[config.mk]
export PLATFORM = sky130hd
export DESIGN_NAME = blf_divider
export DESIGN_NICKNAME = d
export VERILOG_FILES = /design/src/rtl/blf_pkg.sv /design/src/rtl/blf_div_calc.sv /design/src/rtl/blf_tick_gen.sv /design/src/rtl/blf_divider.sv
export SDC_FILE = /design/constraint.sdc
export NUM_CORES = 1
export LEC_CHECK = 0
export BUFFER_PORTS_ARGS = -buffer_cell sky130_fd_sc_hd__buf_2
export CORE_MARGIN = 2
export CORE_UTILIZATION = 35
export CTS_CLUSTER_DIAMETER = 150
export DETAILED_ROUTE_END_ITERATION = 10
export PLACE_DENSITY = 0.61
export SLEW_MARGIN = 20
export SYNTH_ARGS = -nofsm -noshare
export SYNTH_HDL_FRONTEND = slang
export SYNTH_HIERARCHICAL = 1
export SYNTH_SLANG_ARGS = --single-unit
[constraint.sdc]
create_clock -name clk -period 2.69 [get_ports clk]
set_input_delay 0.538 -clock clk [delete_from_list [all_inputs] [get_ports clk]]
set_output_delay 0.538 -clock clk [all_outputs]
set_load 0.02 [all_outputs]
[src/rtl/blf_pkg.sv]
package blf_pkg;
  typedef enum logic {
    RATIO_EIGHT   = 1'b0,
    RATIO_64_OF_3 = 1'b1
  } ratio_e;

  localparam int unsigned MIN_DIV = 2;
endpackage

[src/rtl/blf_div_calc.sv]
module blf_div_calc #(
  parameter int unsigned CNT_W = 12,
  parameter int unsigned DIV_W = CNT_W - 2
) (
  input  logic [CNT_W-1:0] cnt_i,
  input  blf_pkg::ratio_e  ratio_i,
  output logic [DIV_W-1:0] div_o
);
  localparam int unsigned SUM_W     = CNT_W + 3;
  localparam int unsigned SH_EIGHT  = 3;
  localparam int unsigned SH_FRAC   = 6;
  localparam int unsigned HALF_8    = 1 << (SH_EIGHT - 1);
  localparam int unsigned HALF_FRAC = 1 << (SH_FRAC - 1);

  logic [SUM_W-1:0] ext;
  logic [SUM_W-1:0] sum;
  logic [SUM_W-1:0] quo;

  always_comb begin
    ext = SUM_W'(cnt_i);
    if (ratio_i == blf_pkg::RATIO_64_OF_3) begin
      sum = (ext << 1) + ext + SUM_W'(HALF_FRAC);
      quo = sum >> SH_FRAC;
    end else begin
      sum = ext + SUM_W'(HALF_8);
      quo = sum >> SH_EIGHT;
    end
    if (quo < SUM_W'(blf_pkg::MIN_DIV)) div_o = DIV_W'(blf_pkg::MIN_DIV);
    else                                div_o = quo[DIV_W-1:0];
  end
endmodule

[src/rtl/blf_tick_gen.sv]
module blf_tick_gen #(
  parameter int unsigned DIV_W = 10
) (
  input  logic             clk,
  input  logic             rst,
  input  logic             restart_i,
  input  logic             run_i,
  input  logic [DIV_W-1:0] div_i,
  output logic             tick_o
);
  logic [DIV_W-1:0] cnt_q;
  logic             tick_q;

  always_ff @(posedge clk) begin
    if (rst || restart_i || !run_i) begin
      cnt_q  <= '0;
      tick_q <= 1'b0;
    end else if (cnt_q == '0) begin
      cnt_q  <= div_i - DIV_W'(1);
      tick_q <= 1'b1;
    end else begin
      cnt_q  <= cnt_q - DIV_W'(1);
      tick_q <= 1'b0;
    end
  end

  assign tick_o = tick_q;
endmodule

[src/rtl/blf_divider.sv]
module blf_divider #(
  parameter int unsigned CNT_W = 12,
  localparam int unsigned DIV_W = CNT_W - 2
) (
  input  logic             clk,
  input  logic             rst,
  input  logic [CNT_W-1:0] trcal_cnt_i,
  input  logic             ratio_sel_i,
  input  logic             load_i,
  input  logic             run_i,
  output logic [DIV_W-1:0] div_o,
  output logic             tick_o
);
  logic [DIV_W-1:0] div_next;
  logic [DIV_W-1:0] div_q;

  blf_div_calc #(.CNT_W(CNT_W), .DIV_W(DIV_W)) u_calc (
    .cnt_i   (trcal_cnt_i),
    .ratio_i (blf_pkg::ratio_e'(ratio_sel_i)),
    .div_o   (div_next)
  );

  always_ff @(posedge clk) begin
    if (rst)         div_q <= DIV_W'(blf_pkg::MIN_DIV);
    else if (load_i) div_q <= div_next;
  end

  blf_tick_gen #(.DIV_W(DIV_W)) u_tick (
    .clk       (clk),
    .rst       (rst),
    .restart_i (load_i),
    .run_i     (run_i),
    .div_i     (div_q),
    .tick_o    (tick_o)
  );

  assign div_o = div_q;
endmodule

==> impl_metrics.ini <==
[yosys]
yosys-top-cells-count = 28 x nor2_1, 23 x ha_1, 21 x dfxtp_1, 13 x nand2_1, 12 x inv_1
syn-num-nets = 274
synthArstFlopShare_pct = 0
synth-seq-area-share_pct = 21.4
synth_edf_count = 0
syn_inst = 234
synthFlopType = dfxtp_1
syn_area_um2 = 1970
synth.area.top_cells = dfxtp_1 21%, ha_1 15%, nor2_1 5.3%
yosysWarnings = 6
syn_avg_cell_area_um2 = 8.40
synth_cell_type_count = 58
yosysTopAreaCell = dfxtp_1
yosys.area.top_type_share_pct = 21.4
synth.most_common_cell = nor2_1
ys_ff_latch = 21

[finish]
finalInstanceArea_um2 = 2720
finalNetCount = 336
area_growth_pct = 38.3
nFillCells = 518
instances_no_fill = 367
layout-drive-gt1-share_pct = 34.9
fin_util_pct = 49.7
diodes = 0

[placed_design]
gp_congestion = 0.843
numPortBuffers = 27
dp_slack_ns = -0.332
place_area_um2 = 2480
dpl.hpwl_um = 4090
place_inst = 360

[routing]
vias_per_cell = 5.43
drt_iter0_markers = 177
vias = 1993
wl_um = 5250
first_pass_iters = 4
detail_route.wl_per_cell_um = 14.3
ant_nets = 0
drc = 0

[power_and_ir_drop]
power_mw = 1.40
p_per_area_nw_per_um2 = 516
vdd_drop_max_mv = 0.232
p_leak_nw = 1.19

[timing]
finalSetupTns_ns = -0.113
relSlewSlack_pct = 61.4
finalCritPeriodShare_pct = 103
setup_ws_ns = -0.0925
fin_skew_ns = 0.00111
setup_violations = 2
worstMarginPinSlew_ns = 0.574
rsz0062_at_grt = yes
hold_viol_final = 0
fmax_mhz = 359
final_max_slew_viol_count = 0
hold_ws_ns = 0.524
layout_min_cycle_time_ns = 2.78

[critical_path]
crit_arrival_ns = 2.94
worstSetupStartpointType = input port
crit_fanout = 5
cp.required_ns = 2.84
path_class = in2reg
end_kind = register
setup.worst_path.start = trcal_cnt_i[4]
r2r_start = u_tick/cnt_q[1]

[global_routing]
grt_max_degree = 18
grt_usage_pct = 16.8
grt-ovfl-total = 0
grt_pass1_vias = 1823
grt_pass1_wl_um = 8540
antenna_found_initial = 0

[hold_path]
hp-start = run_i
hold_class = in2reg

[floorplanning]
core-area_um2 = 5470
die_area_um2 = 6230
die_height_um = 78.9
initial_utilization_pct = 35.9
io_pins = 28
row_count = 27
die_w_um = 78.9

[run_status]
violations = setup timing
status = finished, violations left

[clocking]
insertion_delay_ns = 0.26
clk_pin_slew_ns = 0.07
clock-root-buffer = clkbuf_8
cts_buffer_depth = 2
htreeDepth = 1
cts_tree = done
cts_buffers = 3
cts_sinks = 21

[flow_run]
cap_violations = 0
==> sequential cells by signal, indices dropped and copies added, names as in the netlist <==
signal and flops:
div_o 10, u_tick/cnt_q 10, u_tick/tick_o 1
==> cell type report <==
cell class / instances / area, µm² / area share (%)
multi-input combinational: 195 / 1670 / 61.3
timing repair buffer: 63 / 440 / 16.2
sequential: 21 / 420 / 15.5
tap: 72 / 90.1 / 3.31
inverter: 12 / 57.6 / 2.12
clock buffer: 4 / 45.0 / 1.66
==> report_power, final <==
group | leakage, nW | switching [mW] | internal, mW
clock | 0.0228 | 0.0998 | 0.106
sequential | 0.172 | 0.0413 | 0.341
combinational | 0.997 | 0.413 | 0.401
==> metal layers <==
| layer | vias to the layer above | wire length (µm) | global-route usage (%) |
|---|---|---|---|
| met5 | - | 0 | 0 |
| met4 | 0 | 0 | 2.41 |
| met3 | 0 | 179 | 2.50 |
| met2 | 38 | 2450 | 26.9 |
| met1 | 941 | 2620 | 24.3 |
| li1 | 1014 | - | - |
==> cell usage in the layout, fill, tap and decap left out, types with 8 or more instances in the layout <==
cell and instances:
buf_4 35, nor2_1 28, buf_2 24, dfxtp_1 21, ha_1 14, nand2_1 13, mux2i_1 10, inv_1 9
a21oi_1 9, xnor2_1 9, ha_4 8
==> final timing paths <==
kind	end	slack, ns	cells after the start
worst max-delay path	div_o[1]	-0.09	11
worst min-delay path	u_tick/cnt_q[0]	0.52	2
worst max register to register	u_tick/cnt_q[8]	0.51	8
worst min register to register	div_o[9]	0.53	2
==> repair_timing <==
| action | 4_1_cts | 5_1_grt |
|---|---|---|
| pin swaps | 4 | 13 |
| setup endpoints to repair | 2 | 3 |
| cloned | 0 | 0 |
| hold buffers | 0 | 0 |
| gates resized for setup | 3 | 29 |
| buffers inserted | 0 | 3 |
==> logic make-up after synthesis <==
group                      Yosys count  synth area share (%)
DFF                                 21                  21.4
AOI/OAI and AO/OA                   60                  23.6
xor gates and xnor gates            13                  5.79
and+or+nand+nor                     89                  24.6
buffers and inverters               18                  4.90
muxes                               10                  5.09
adders and majority gates           23                  14.6
==> worst max-delay path, stage by stage <==
cell and delay [ns]:
buf_12 0.11, ha_4 0.24, ha_4 0.24, a21o_4 0.23, a311o_1 0.42, buf_4 0.18, a21bo_4 0.20, a31oi_4 0.19
nor4b_4 0.07, a41o_1 0.25, a211o_1 0.28
Note: power is estimated with default switching activity, not from simulation.
